$ cat src/rtl/mdio_pkg.sv
package mdio_pkg;
    localparam int MDIO_REG_W   = 32;
    localparam int MDIO_THR_W   = 8;
    localparam int MDIO_ADDR_W  = 5;
    localparam int MDIO_DATA_W  = 16;
    localparam int MDIO_PRE_W   = 32;

    // command register field positions
    localparam int CMD_THR_LSB  = 0;
    localparam int CMD_PHY_LSB  = 8;
    localparam int CMD_REG_LSB  = 16;
    localparam int CMD_RD_BIT   = 24;
    localparam int CMD_WR_BIT   = 25;

    // data register field positions
    localparam int DAT_WR_LSB   = 0;
    localparam int DAT_RD_LSB   = 16;

    localparam logic SEL_CMD    = 1'b0;
    localparam logic SEL_DATA   = 1'b1;

    typedef enum logic [2:0] {
        ST_IDLE,
        ST_PREAMBLE,
        ST_HEADER,
        ST_TURN,
        ST_DATA,
        ST_DONE
    } mdio_state_e;
endpackage

$ cat src/rtl/mdio_clk_div.sv
module mdio_clk_div #(
    parameter int THR_W = 8
) (
    input  logic             clk,
    input  logic             rst_n,
    input  logic             run,
    input  logic [THR_W-1:0] thr,
    output logic             mdc,
    output logic             rise_tick,
    output logic             fall_tick
);
    logic [THR_W-1:0] cnt;
    logic [THR_W-1:0] limit;
    logic             wrap;

    assign limit     = (thr == '0) ? '0 : thr - THR_W'(1);
    assign wrap      = run && (cnt == limit);
    assign rise_tick = wrap && !mdc;
    assign fall_tick = wrap && mdc;

    always_ff @(posedge clk or negedge rst_n) begin
        if (!rst_n) begin
            cnt <= '0;
            mdc <= 1'b0;
        end else if (!run) begin
            cnt <= '0;
            mdc <= 1'b0;
        end else if (wrap) begin
            cnt <= '0;
            mdc <= ~mdc;
        end else begin
            cnt <= cnt + THR_W'(1);
        end
    end
endmodule

$ cat src/rtl/mdio_frame_sr.sv
module mdio_frame_sr #(
    parameter int FRAME_W = 64,
    parameter int DATA_W  = 16
) (
    input  logic               clk,
    input  logic               rst_n,
    input  logic               load,
    input  logic [FRAME_W-1:0] frame,
    input  logic               shift,
    input  logic               capture,
    input  logic               sdi,
    output logic               sdo,
    output logic [DATA_W-1:0]  rx_word
);
    logic [FRAME_W-1:0] tx_sr;

    assign sdo = tx_sr[FRAME_W-1];

    always_ff @(posedge clk or negedge rst_n) begin
        if (!rst_n) begin
            tx_sr <= '0;
        end else if (load) begin
            tx_sr <= frame;
        end else if (shift) begin
            tx_sr <= {tx_sr[FRAME_W-2:0], 1'b0};
        end
    end

    always_ff @(posedge clk or negedge rst_n) begin
        if (!rst_n) begin
            rx_word <= '0;
        end else if (capture) begin
            rx_word <= {rx_word[DATA_W-2:0], sdi};
        end
    end
endmodule

$ cat src/rtl/mdio_seq.sv
module mdio_seq
    import mdio_pkg::*;
#(
    parameter int PRE_W   = 32,
    parameter int ADDR_W  = 5,
    parameter int DATA_W  = 16
) (
    input  logic        clk,
    input  logic        rst_n,
    input  logic        start,
    input  logic        is_read,
    input  logic        rise_tick,
    input  logic        fall_tick,
    output mdio_state_e state,
    output logic        busy,
    output logic        run,
    output logic        load,
    output logic        shift,
    output logic        capture,
    output logic        done,
    output logic        oe
);
    localparam int FRAME_W  = PRE_W + 4 + 2 * ADDR_W + 2 + DATA_W;
    localparam int CNT_W    = $clog2(FRAME_W);
    localparam int PRE_END  = PRE_W - 1;
    localparam int HDR_END  = PRE_W + 4 + 2 * ADDR_W - 1;
    localparam int TA_END   = HDR_END + 2;
    localparam int LAST_BIT = FRAME_W - 1;

    mdio_state_e      nxt;
    logic [CNT_W-1:0] bit_cnt;
    logic             at_pre_end, at_hdr_end, at_ta_end, at_last;

    assign at_pre_end = fall_tick && (bit_cnt == CNT_W'(PRE_END));
    assign at_hdr_end = fall_tick && (bit_cnt == CNT_W'(HDR_END));
    assign at_ta_end  = fall_tick && (bit_cnt == CNT_W'(TA_END));
    assign at_last    = fall_tick && (bit_cnt == CNT_W'(LAST_BIT));

    // state register and bit position
    always_ff @(posedge clk or negedge rst_n) begin
        if (!rst_n) begin
            state   <= ST_IDLE;
            bit_cnt <= '0;
        end else begin
            state <= nxt;
            if (state == ST_IDLE) begin
                bit_cnt <= '0;
            end else if (fall_tick) begin
                bit_cnt <= bit_cnt + CNT_W'(1);
            end
        end
    end

    // next state
    always_comb begin
        nxt = state;
        unique case (state)
            ST_IDLE:     if (start)      nxt = ST_PREAMBLE;
            ST_PREAMBLE: if (at_pre_end) nxt = ST_HEADER;
            ST_HEADER:   if (at_hdr_end) nxt = ST_TURN;
            ST_TURN:     if (at_ta_end)  nxt = ST_DATA;
            ST_DATA:     if (at_last)    nxt = ST_DONE;
            ST_DONE:                     nxt = ST_IDLE;
            default:                     nxt = ST_IDLE;
        endcase
    end

    // outputs
    always_comb begin
        busy    = 1'b1;
        run     = 1'b0;
        oe      = 1'b0;
        done    = 1'b0;
        load    = 1'b0;
        capture = 1'b0;
        unique case (state)
            ST_IDLE: begin
                busy = 1'b0;
                load = start;
            end
            ST_PREAMBLE, ST_HEADER: begin
                run = 1'b1;
                oe  = 1'b1;
            end
            ST_TURN: begin
                run = 1'b1;
                oe  = !is_read;
            end
            ST_DATA: begin
                run     = 1'b1;
                oe      = !is_read;
                capture = is_read && rise_tick;
            end
            ST_DONE: begin
                done = 1'b1;
            end
            default: begin
                busy = 1'b0;
            end
        endcase
        shift = run && fall_tick;
    end
endmodule

$ cat src/rtl/mdio_cmd_ctrl.sv
module mdio_cmd_ctrl
    import mdio_pkg::*;
#(
    parameter int REG_W  = MDIO_REG_W,
    parameter int THR_W  = MDIO_THR_W,
    parameter int ADDR_W = MDIO_ADDR_W,
    parameter int DATA_W = MDIO_DATA_W,
    parameter int PRE_W  = MDIO_PRE_W
) (
    input  logic             clk,
    input  logic             rst_n,
    input  logic             reg_wr_en,
    input  logic             reg_sel,
    input  logic [REG_W-1:0] reg_wdata,
    output logic [REG_W-1:0] reg_rdata,
    output logic             mdc,
    output logic             mdio_o,
    output logic             mdio_oe,
    input  logic             mdio_i
);
    localparam int FRAME_W = PRE_W + 4 + 2 * ADDR_W + 2 + DATA_W;

    logic [THR_W-1:0]  cmd_thr_q;
    logic [ADDR_W-1:0] cmd_phy_q;
    logic [ADDR_W-1:0] cmd_reg_q;
    logic              rd_req_q;
    logic              wr_req_q;
    logic [DATA_W-1:0] wdat_q;
    logic [DATA_W-1:0] rdat_q;

    mdio_state_e       state;
    logic              busy, run, load, shift, capture, done;
    logic              mdc_rise, mdc_fall;
    logic              pending, cmd_accept, is_read;
    logic [DATA_W-1:0] rx_word;
    logic [FRAME_W-1:0] frame;

    assign pending    = rd_req_q || wr_req_q;
    assign cmd_accept = reg_wr_en && (reg_sel == SEL_CMD) && !pending;
    assign is_read    = rd_req_q;

    assign frame = {{PRE_W{1'b1}}, 2'b01,
                    (is_read ? 2'b10 : 2'b01),
                    cmd_phy_q, cmd_reg_q, 2'b10,
                    (is_read ? {DATA_W{1'b0}} : wdat_q)};

    // command register
    always_ff @(posedge clk or negedge rst_n) begin
        if (!rst_n) begin
            cmd_thr_q <= '0;
            cmd_phy_q <= '0;
            cmd_reg_q <= '0;
            rd_req_q  <= 1'b0;
            wr_req_q  <= 1'b0;
        end else if (cmd_accept) begin
            cmd_thr_q <= reg_wdata[CMD_THR_LSB +: THR_W];
            cmd_phy_q <= reg_wdata[CMD_PHY_LSB +: ADDR_W];
            cmd_reg_q <= reg_wdata[CMD_REG_LSB +: ADDR_W];
            rd_req_q  <= reg_wdata[CMD_RD_BIT];
            wr_req_q  <= reg_wdata[CMD_WR_BIT];
        end else if (done) begin
            rd_req_q  <= 1'b0;
            wr_req_q  <= 1'b0;
        end
    end

    // data register
    always_ff @(posedge clk or negedge rst_n) begin
        if (!rst_n) begin
            wdat_q <= '0;
            rdat_q <= '0;
        end else begin
            if (reg_wr_en && (reg_sel == SEL_DATA)) begin
                wdat_q <= reg_wdata[DAT_WR_LSB +: DATA_W];
            end
            if (done && is_read) begin
                rdat_q <= rx_word;
            end
        end
    end

    always_comb begin
        reg_rdata = '0;
        if (reg_sel == SEL_DATA) begin
            reg_rdata[DAT_WR_LSB +: DATA_W] = wdat_q;
            reg_rdata[DAT_RD_LSB +: DATA_W] = rdat_q;
        end else begin
            reg_rdata[CMD_THR_LSB +: THR_W]  = cmd_thr_q;
            reg_rdata[CMD_PHY_LSB +: ADDR_W] = cmd_phy_q;
            reg_rdata[CMD_REG_LSB +: ADDR_W] = cmd_reg_q;
            reg_rdata[CMD_RD_BIT]            = rd_req_q;
            reg_rdata[CMD_WR_BIT]            = wr_req_q;
        end
    end

    mdio_seq #(
        .PRE_W  (PRE_W),
        .ADDR_W (ADDR_W),
        .DATA_W (DATA_W)
    ) u_seq (
        .clk       (clk),
        .rst_n     (rst_n),
        .start     (pending),
        .is_read   (is_read),
        .rise_tick (mdc_rise),
        .fall_tick (mdc_fall),
        .state     (state),
        .busy      (busy),
        .run       (run),
        .load      (load),
        .shift     (shift),
        .capture   (capture),
        .done      (done),
        .oe        (mdio_oe)
    );

    mdio_clk_div #(
        .THR_W (THR_W)
    ) u_div (
        .clk       (clk),
        .rst_n     (rst_n),
        .run       (run),
        .thr       (cmd_thr_q),
        .mdc       (mdc),
        .rise_tick (mdc_rise),
        .fall_tick (mdc_fall)
    );

    mdio_frame_sr #(
        .FRAME_W (FRAME_W),
        .DATA_W  (DATA_W)
    ) u_sr (
        .clk     (clk),
        .rst_n   (rst_n),
        .load    (load),
        .frame   (frame),
        .shift   (shift),
        .capture (capture),
        .sdi     (mdio_i),
        .sdo     (mdio_o),
        .rx_word (rx_word)
    );
endmodule

$ cat config.mk
export PLATFORM = sky130hd
export DESIGN_NAME = mdio_cmd_ctrl
export DESIGN_NICKNAME = d
export VERILOG_FILES = /design/src/rtl/mdio_pkg.sv /design/src/rtl/mdio_clk_div.sv /design/src/rtl/mdio_frame_sr.sv /design/src/rtl/mdio_seq.sv /design/src/rtl/mdio_cmd_ctrl.sv
export SDC_FILE = /design/constraint.sdc
export NUM_CORES = 1
export LEC_CHECK = 0
export BUFFER_PORTS_ARGS = -buffer_cell sky130_fd_sc_hd__buf_2
export CAP_MARGIN = 15
export CORE_MARGIN = 10
export CORE_UTILIZATION = 35
export CTS_CLUSTER_DIAMETER = 100
export CTS_CLUSTER_SIZE = 28
export DETAILED_ROUTE_END_ITERATION = 8
export PLACE_DENSITY = 0.48
export SYNTH_ARGS = -nofsm -noshare
export SYNTH_HDL_FRONTEND = slang
export SYNTH_SLANG_ARGS = --single-unit
$ cat constraint.sdc
create_clock -name clk -period 6.17 [get_ports clk]
set_input_delay 1.234 -clock clk [delete_from_list [all_inputs] [get_ports clk]]
set_output_delay 1.234 -clock clk [all_outputs]
set_load 0.1 [all_outputs]
==> key figures, run 1 <==
Status
  – Outcome: complete, no violations

Global route
  – Grt total ovfl: 0
  – First-pass GRT wire length: 31,280 um
  – Initial antenna violation count: 0
  – Largest net degree at the start of global routing: 107
  – GRT Total Usage: 13.41%
  – Number of global-route vias before repair: 5,818

Worst setup path
  – Critical Path AT: 4280 ps
  – Endpoint class of the critical path: flip-flop
  – Crit Path Class: flip-flop to flip-flop
  – Reg2reg path depth: 10
  – CP Max Fanout: 49
  – CP startpoint kind: flip-flop
  – R2r startpoint: cmd_thr_q[0]
  – Worst Path Required: 6480 ps
  – Worst r2r dst: u_sr.tx_sr[47]
  – Reg-to-reg slack, setup: 2200 ps

Clocking
  – TritonCTS Buffers: 17
  – Clock transition at the registers of the reported paths: 70 ps
  – Root Buffer: clkbuf_16
  – Setup Fix Bufs, Post-CTS: 0
  – CTS max path bufs: 2
  – Post-cts resize count: 0
  – Clock Latency Late Sink: 430 ps
  – Cts hold-fix bufs: 0
  – CTS H-tree depth: 4
  – CTS Sinks: 150
  – TritonCTS clock tree: done

STA
  – Tcrit/Tclk final: 64.39%
  – RSZ-0062 raised after global routing: no
  – Final Critical Period: 3973 ps
  – Hold Vio Cnt, Final: 0
  – Fmax: 251.7 MHz
  – PnR worst setup slack: 2197 ps
  – Final setup vio count: 0
  – Worst-Margin Slew: 1087 ps
  – Final setup skew: 9.229 ps
  – Slew HR: 27.51%
  – Total negative slack: 0 ps
  – Max Slew Vio Count: 0

Power
  – Int Pwr: 2354 uW
  – P per Cell Area: 495.6 nW/um2
  – Peak supply drop: 0.2809 mV
  – Final Total Pwr: 4283 uW
  – Seq pwr share: 36.6%
  – Leakage: 0.003766 uW
  – Switching power: 1929 uW
  – Clock power share: 23.9%
  – Switching Fraction: 45.04%
  – Comb power frac: 39.5%

Route
  – Met3 WL post-DR: 650 um
  – Met2 WL: 9044 um
  – Vias: 5,657
  – Vias/cell: 5.663
  – First DRT Iteration DRCs: 491
  – Final Routed Wirelength: 18,600 um
  – Post-DRT Antenna Nets: 0
  – M1 WL: 8639 um
  – DR WL/cell: 18.62 um
  – DRC violations left: 0
  – Drt pass-1 iters: 5
  – DR top layer: met4

Worst hold path
  – Worst Hold Class: flip-flop to flip-flop
  – Start point of the worst hold path: u_sr.tx_sr[43]
  – Hold Path Depth: 1
  – Worst hold endpoint: u_sr.tx_sr[44]

Finish
  – Fill count: 2,042
  – Share of post-route cells with drive strength above 1: 26.93%
  – Antenna diodes: 0
  – Final net count: 752
  – Area Growth Syn to Fin: 15.10%

Synth
  – Synth area leader: dfrtp_1
  – Synth top cells by count: dfrtp_1, mux2_2, clkbuf_1, o31a_1
  – Synth top area share: 49.99%
  – Top cells by area, synth: dfrtp_1, mux2_2, o31a_1, a211o_1, o31ai_1
  – Syn_area_per_cell: 10.99 um2
  – Yosys cell types: 55
  – Post-synth EDFFs: 0
  – Syn Std Cell Area: 7508 um2
  – Main synth FF type: dfrtp_1
  – Sequential fraction of the synthesis area: 49.99%
  – Mapped Nets: 724
  – Yosys Warn Count: 0
  – Synth async-reset ratio: 100.0%
  – Number of synthesized register bits: 150
  – Count leader, synth: dfrtp_1
  – Synth Instances: 683

Place
  – DP HPWL: 11,550 um
  – I/O Buffers: 62
  – Final RePlAce weighted congestion: 0.7816
  – Place WS: 2248 ps

Floorplanning
  – CORE AREA: 21,090 um2
  – Row Count: 53
  – Die Wd: 166.5 um
  – Die Ht: 166.5 um
  – I/O pin cnt: 72
  – Initial Util: 35.61%
  – Die area: 27,710 um2

Flow run
  – Max Cap Viol: 0
==> how the worst max path moves through the flow <==
stage                       from             end  slack, ps
floorplan                reg_sel    reg_rdata[0]       1190
global placement    cmd_thr_q[0]  u_sr.tx_sr[60]       2300
detailed placement  cmd_thr_q[0]  u_sr.tx_sr[51]       2250
CTS                 cmd_thr_q[0]  u_sr.tx_sr[51]       2230
global route        cmd_thr_q[0]    u_div.cnt[2]       1910
finish              cmd_thr_q[0]  u_sr.tx_sr[47]       2200
==> per-stage QoR <==
stage	hold WS, ps	utilization, %	instances	cell area, um2
after floorplan	458.8	-	683	7508
after global placement	462.5	38.20	967	8056
after detailed placement	470.6	38.20	967	8056
after CTS	484.3	40.98	999	8642
after global routing	502.2	40.98	999	8642
final	479.3	40.98	999	8642
==> worst max-delay path, stage by stage, from the launching register on <==
cell and delay (ps):
dfrtp_1 430, inv_1 140, ha_1 290, or4b_4 520
o221ai_1 210, a221oi_1 160, o22ai_4 590, buf_4 630
nor3_4 200, buf_4 300, a211o_1 310
==> power by group through the flow <==
stage                     registers [uW]  clock network, uW  logic [uW]
after floorplan                     1490                  0        1360
after global placement              1570                  0        1660
after detailed placement            1580                  0        1690
after CTS                           1570               1050        1700
after global routing                1610               1090        1830
final                               1570               1020        1690
==> per-layer routing <==
metal	track usage, %	vias up
met4	4.582	0
met3	2.636	19
met2	21.26	130
met1	17.86	2877
met5	0	-
li1	-	2631
==> placed cells by master, fill, tap and decap left out, types with 4 or more instances in the layout <==
master	n
nand2b_1	6
and2_1	13
nand2_1	28
nand4_1	31
clkbuf_16	17
o21ai_0	13
xor2_1	4
or3_1	7
o31ai_1	28
nor2_1	26
nor3_1	4
inv_8	6
buf_4	14
dfrtp_1	150
buf_2	61
a31oi_1	15
ha_1	4
nor4_1	11
mux2_1	10
o31a_1	36
nand3_1	35
nor2b_1	15
a21oi_1	5
inv_1	7
xnor2_1	6
mux2i_1	6
mux2_2	71
inv_6	4
a211o_1	34
==> kinds of logic (layout without fill, tap and decap cells) <==
| family | Yosys count | in the layout | synth area share (%) |
|---|---|---|---|
| buf+inv | 75 | 116 | 3.983 |
| fa+ha+maj | 4 | 4 | 0.6666 |
| flops | 150 | 150 | 49.99 |
| xor+xnor | 10 | 10 | 1.166 |
| compound gates | 160 | 160 | 16.70 |
| simple gates | 197 | 197 | 14.55 |
| mux | 87 | 87 | 12.95 |
==> area by class of cell <==
class	instances	area (um2)	share of cell area [%]
inverter	8	30.03	0.3475
multi-input combinational	458	3507	40.58
timing repair buffer	76	421.7	4.879
clock buffer	17	425.4	4.923
sequential	150	3754	43.43
clock inverter	15	160.2	1.853
tap	275	344.1	3.981
==> sequential cells by signal, summed over array words and instances, names as in the netlist, 3 cells and up <==
name / flops
u_sr.rx_word: 16
wdat_q: 16
cmd_thr_q: 8
cmd_phy_q: 5
u_sr.tx_sr: 64
u_div.cnt: 8
u_seq.state: 3
cmd_reg_q: 5
u_seq.bit_cnt: 6
rdat_q: 16
No activity file was read; power rests on OpenSTA's default activity.
==> run 2: changes to the inputs <==
- ABC_AREA: unset -> 1
- PLACE_DENSITY: 0.48 -> 0.5
- clock period: 6.17 -> 3.5 ns (I/O delays scaled with it)
==> run 2 against run 1 <==
- sequential power is 13% higher
- cell count up 17%
- setup slack worse by 1500 ps
- largest cell class unchanged
- largest power group is now the clock network
==> key figures, run 2 <==
Synth
  – Sequential fraction of the synthesis area: 53.35%
  – Main synth FF type: dfrtp_1
  – Syn_area_per_cell: 8.406 um2
  – Synth top area share: 53.35%
  – Yosys Warn Count: 0
  – Number of synthesized register bits: 150
  – Syn Std Cell Area: 7035 um2
  – Synth top cells by count: nand2_1, dfrtp_1, o21ai_0, inv_1, nor2_1
  – Synth area leader: dfrtp_1
  – Count leader, synth: nand2_1
  – Top cells by area, synth: dfrtp_1, nand2_1, o21ai_0, inv_1, nor2_1
  – Synth Instances: 837
  – Mapped Nets: 878
  – Post-synth EDFFs: 0
  – Yosys cell types: 39
  – Synth async-reset ratio: 100.0%

Worst setup path
  – Critical Path AT: 3100 ps
  – Critical Path Sink: u_seq.bit_cnt[4]
  – Crit-path cells: inv_1, ha_1, nand2_1, nor2_2, o211ai_1, nand3_1, nand2_1, nor2_1, nand2_1, nor2_4, nand3_4, buf_4, inv_2, nand2_1, o21ai_0, a21oi_1
  – Worst r2r dst: u_seq.bit_cnt[4]
  – Reg-to-reg slack, setup: 700 ps
  – Reg2reg path depth: 16
  – Crit. Startpoint: cmd_thr_q[0]
  – Endpoint class of the critical path: flip-flop
  – CP startpoint kind: flip-flop
  – Crit Path Class: flip-flop to flip-flop
  – Critical Path Max Stage Delay: 400 ps
  – Worst Path Required: 3800 ps
  – R2r startpoint: cmd_thr_q[0]
  – Top cell by count, worst path: nand2_1
  – Slowest CP cell: dfrtp_1
  – CP Max Fanout: 29

Place
  – DP HPWL: 10,630 um
  – Final RePlAce weighted congestion: 0.7763
  – Dpl cells: 1,136
  – I/O Buffers: 62

Status
  – Outcome: complete, no violations

Finish
  – Largest Register: u_sr.tx_sr
  – Antenna diodes: 0
  – Area Growth Syn to Fin: 17.00%
  – Commonest non-fill, non-tap cell in the layout: nand2_1
  – Max reg flops: 64
  – Commonest non-fill, non-tap cells in the layout: nand2_1, dfrtp_1, o21ai_0
  – Final net count: 931
  – Final non-filler cell total: 1,167
  – Share of post-route cells with drive strength above 1: 16.52%
  – Fill count: 2,025

Power
  – Leakage: 0.004004 uW
  – Int Pwr: 2937 uW
  – Switching power: 983.5 uW
  – Switching Fraction: 25.08%
  – Comb power frac: 7.2%
  – P per Cell Area: 476.3 nW/um2
  – Peak supply drop: 0.3254 mV
  – Seq pwr share: 45.4%
  – Clock power share: 47.4%

STA
  – Tcrit/Tclk final: 80.07%
  – Worst-Margin Slew: 860.6 ps
  – Hold slack: 237.7 ps
  – Fmax: 356.8 MHz
  – Final setup vio count: 0
  – Final Critical Period: 2802 ps
  – RSZ-0062 raised after global routing: no
  – Slew HR: 42.48%
  – Hold Vio Cnt, Final: 0
  – Final setup skew: 8.828 ps
  – Max Slew Vio Count: 0

Floorplanning
  – Row Count: 51
  – Die area: 26,170 um2
  – Die Ht: 161.8 um
  – CORE AREA: 19,590 um2
  – I/O pin cnt: 72
  – Initial Util: 35.91%
  – Die Wd: 161.8 um

Route
  – Post-DRT Antenna Nets: 0
  – Drt pass-1 iters: 5
  – DRC violations left: 0
  – Vias/cell: 4.588
  – Final Routed Wirelength: 15,900 um
  – Vias: 5,354
  – First DRT Iteration DRCs: 347
  – DR WL/cell: 13.62 um

Clocking
  – Clock Latency Late Sink: 420 ps
  – TritonCTS clock tree: done
  – Post-cts resize count: 0
  – TritonCTS Buffers: 17
  – CTS H-tree depth: 4
  – Root Buffer: clkbuf_16
  – CTS max path bufs: 2
  – CTS Sinks: 150
  – Cts hold-fix bufs: 0
  – Clock transition at the registers of the reported paths: 60 ps
  – Setup Fix Bufs, Post-CTS: 0

Global route
  – First-pass GRT wire length: 27,410 um
  – GRT Total Usage: 12.71%
  – Grt total ovfl: 0
  – Largest net degree at the start of global routing: 64
  – Initial antenna violation count: 0
  – Number of global-route vias before repair: 5,366

Flow run
  – Max Cap Viol: 0

Worst hold path
  – Worst Hold Class: input port to asynchronous set/reset pin
==> run 2: cell count changes after synthesis, moves of 14 or more <==
cell / delta
nand2_1: +171
o21ai_0: +108
inv_1: +110
nor2_1: +28
mux2_2: -67
nand3_1: -14
clkbuf_1: -26
o31ai_1: -28
o21ai_1: +32
a211o_1: -35
a31oi_1: -14
nor2b_1: -15
nand4_1: -24
o31a_1: -36
==> run 2: how the worst min path moves through the flow <==
stage,to,depth (start not counted),startpoint
after floorplan,cmd_phy_q[0],0,rst_n
after global placement,cmd_phy_q[1],2,cmd_phy_q[1]
after detailed placement,u_sr.tx_sr[49],2,u_sr.tx_sr[49]
after CTS,u_sr.tx_sr[60],1,rst_n
after global routing,u_sr.tx_sr[60],1,rst_n
final,u_sr.tx_sr[60],1,rst_n
==> run 2: worst max-delay path: cells and delay by family, from the launching register on <==
family / cells / cell delay, ps
AOI/OAI and AO/OA: 3 / 330
adders and majority gates: 1 / 280
buffers and inverters: 3 / 690
DFF: 1 / 400
and+or+nand+nor: 9 / 1000
==> run 2: final cells by class <==
type	instances	area [um2]	share of cell area [%]
flip-flops and latches	150	3754	45.60
multi-input cells	525	2640	32.07
clock buffers	22	484.2	5.882
inverters	121	454.2	5.518
repair buffers	75	451.7	5.487
well taps	265	331.6	4.028
clock inverters	9	116.4	1.414
==> run 2: routing by layer <==
metal	vias up	GRT usage (%)	share of wire (%)
met2	66	19.00	44
met3	12	3.210	3.1
met1	2498	17.60	52
met4	0	4.053	0.70
met5	-	0	0
li1	2778	-	-
==> run 2: logic make-up after synthesis <==
kind of cell | Yosys count | synth area share, %
flip-flops | 150 | 53.35
XOR/XNOR | 6 | 0.7469
adder cells (fa/ha/maj) | 4 | 0.7114
AO/OA/AOI/OAI | 194 | 16.25
multiplexers | 4 | 0.6402
AND/OR/NAND/NOR | 317 | 19.06
buffers and inverters | 162 | 9.230
==> run 2: through the flow <==
| step | setup slack [ps] | instance area [um2] | setup TNS [ps] | util [%] | total power (uW) |
|---|---|---|---|---|---|
| global placement | 735.6 | 7631 | 0 | 38.95 | 2101 |
| global route | 319.6 | 8232 | 0 | 42.02 | 4074 |
| CTS | 668.7 | 8232 | 0 | 42.02 | 3978 |
| floorplan | -369.4 | 7036 | -6625 | - | 2001 |
| detailed placement | 673.3 | 7631 | 0 | 38.95 | 2102 |
| finish | 697.6 | 8232 | 0 | 42.02 | 3921 |
==> run 2: power groups by stage <==
stage          Combinational [uW]  Clock, uW  Sequential, uW
2_1_floorplan                 196          0            1800
3_3_place_gp                  290          0            1810
3_5_place_dp                  291          0            1810
4_1_cts                       291       1910            1780
5_1_grt                       307       1990            1780
6_report                      284       1860            1780
==> run 3: changes to the inputs <==
- PLACE_DENSITY: 0.5 -> 0.48
- clock period: 3.5 -> 2.75 ns (I/O delays scaled with it)
==> run 3 against run 2 <==
- cell count is 1.0% higher
- largest cell class unchanged
- wire length increased by 1.3%
- setup slack worse by 470 ps
- non-clock buffer count is 11 higher
- critical path type is now flip-flop to output pin
- sequential power is 27% higher
- highest routed layer unchanged
- flip-flop and latch count is the same
- largest power group unchanged
- total power is 30% higher
- final area grew 8.4%
- register-to-register slack worse by 390 ps
- combinational power is 67% higher
==> key figures, run 3 (synthesized netlist as in run 2, its figures left out) <==
Worst hold path
  – Worst Hold Class: input port to asynchronous set/reset pin

Worst setup path
  – CP bufs+invs: 2
  – Delay-heaviest family, CP: simple AND/OR/NAND/NOR gates
  – Endpoint class of the critical path: output pin
  – CP Max Fanout: 6
  – CP startpoint kind: flip-flop
  – Critical Path AT: 1970 ps
  – Critical Path Max Stage Delay: 440 ps
  – Crit-path cells: nor3_1, inv_1, nand2_1, nor2_1, a31oi_2, clkbuf_4
  – Worst Path Required: 2200 ps
  – Crit Path Class: flip-flop to output pin
  – Slowest CP cell: dfrtp_1

Global route
  – Number of global-route vias before repair: 5,361
  – GRT Total Usage: 13.05%
  – First-pass GRT wire length: 28,070 um
  – Largest net degree at the start of global routing: 55
  – Initial antenna violation count: 0
  – Grt total ovfl: 0

Power
  – P per Cell Area: 573.0 nW/um2
  – Peak supply drop: 0.3631 mV
  – Leakage: 0.004218 uW

STA
  – Worst-Margin Slew: 541.8 ps
  – Final setup vio count: 0
  – PnR worst setup slack: 227.1 ps
  – Tcrit/Tclk final: 91.74%
  – Max Slew Vio Count: 0
  – Slew HR: 63.79%
  – RSZ-0062 raised after global routing: no
  – Hold Vio Cnt, Final: 0
  – Final Critical Period: 2523 ps
  – Final setup skew: 8.580 ps
  – Fmax: 396.4 MHz

Clocking
  – Root Buffer: clkbuf_16
  – CTS Sinks: 150
  – Clock transition at the registers of the reported paths: 70 ps
  – TritonCTS clock tree: done
  – CTS max path bufs: 2
  – Cts hold-fix bufs: 0
  – TritonCTS Buffers: 17
  – CTS H-tree depth: 4
  – Clock Latency Late Sink: 430 ps

Route
  – Post-DRT Antenna Nets: 0
  – DRC violations left: 0
  – Vias: 5,433
  – First DRT Iteration DRCs: 366
  – Vias/cell: 4.608
  – DR WL/cell: 13.66 um
  – Final Routed Wirelength: 16,110 um
  – Drt pass-1 iters: 4

Floorplanning
  – Die Ht: 161.8 um
  – Die area: 26,170 um2
  – Die Wd: 161.8 um
  – Row Count: 51
  – CORE AREA: 19,590 um2
  – I/O pin cnt: 72
  – Initial Util: 35.91%

Place
  – Dpl cells: 1,143
  – I/O Buffers: 62
  – Placed instance area: 8259 um2
  – DP HPWL: 11,050 um
  – Place WS: 167.1 ps
  – Final RePlAce weighted congestion: 0.8022

Status
  – Outcome: complete, no violations

Finish
  – End-of-flow core utilization: 45.55%
  – Commonest non-fill, non-tap cells in the layout: nand2_1, dfrtp_1, inv_1
  – Finished Cell Area: 8924 um2
  – Commonest non-fill, non-tap cell in the layout: nand2_1
  – Area Growth Syn to Fin: 26.84%
  – Final net count: 942
  – Share of post-route cells with drive strength above 1: 20.02%
  – Max reg flops: 64
  – Antenna diodes: 0
  – Fill count: 1,961
  – Largest Register: u_sr.tx_sr
  – Final non-filler cell total: 1,179

Flow run
  – Max Cap Viol: 0
-- run 3: cell types whose count changed in the layout (fill, tap and decap cells not counted), moves of 4 or more --
| cell | previous run | this run |
|---|---|---|
| clkbuf_8 | 4 | 0 |
| buf_4 | 10 | 18 |
| o21ai_2 | 0 | 17 |
| o21ai_0 | 121 | 104 |
| buf_12 | 3 | 37 |
| buf_2 | 61 | 28 |
-- run 3: metal layers --
layer | up-vias | wire length [um] | GRT usage [%]
li1 | 2810 | - | -
met2 | 72 | 7298 | 19.02
met4 | 0 | 167 | 3.722
met1 | 2538 | 8104 | 18.45
met3 | 13 | 536 | 3.564
met5 | - | 0 | 0
-- run 3: area by class of cell --
class,instances,area (um2),area share (%)
Clock inverter,15,171.4,1.921
Tap cell,265,331.6,3.716
Timing Repair Buffer,86,1046,11.72
Inverter,121,455.4,5.104
Sequential cell,150,3754,42.06
Multi-Input combinational cell,525,2740,30.71
Clock buffer,17,425.4,4.767
-- run 3: final timing paths --
kind,startpoint,end,slack [ps],cells after the start
max in group asynchronous,rst_n,u_div.cnt[5],1960,2
worst min register to register,cmd_phy_q[1],cmd_phy_q[1],490,2
worst min-delay path,rst_n,wdat_q[14],80,1
min in group clk,reg_wdata[14],wdat_q[14],360,2
worst max register to register,cmd_thr_q[0],u_seq.bit_cnt[5],310,16
worst max-delay path,u_seq.state[1],mdio_oe,230,6
-- run 3: where the power goes --
group          leakage, uW  total, uW  internal, uW  switching [uW]
clock network     0.000285       2380          1360            1020
logic              0.00200        474           153             320
registers          0.00193       2260          2240            25.2
total              0.00422       5110          3750            1360
-- run 3: metrics by stage --
| stage | TNS, ps | hold WS (ps) | power, uW |
|---|---|---|---|
| floorplan | -1463 | 254.4 | 2559 |
| global placement | 0 | 466.5 | 2786 |
| detailed placement | 0 | 468.4 | 2787 |
| CTS | 0 | 98.20 | 5200 |
| global route | 0 | 115.2 | 5309 |
| finish | 0 | 83.99 | 5113 |
-- run 3: worst reg2reg max path: cells and delay by family, from the launching register on --
family        cells  cell delay, ps
fa+ha+maj         1             170
buf+inv           2             320
simple gates     13            1440
flops             1             400
-- run 3: repair_timing --
| item | in CTS | in global routing |
|---|---|---|
| setup endpoints to repair | 0 | 82 |
| setup buffers | 0 | 4 |
| gates resized for setup | 0 | 9 |
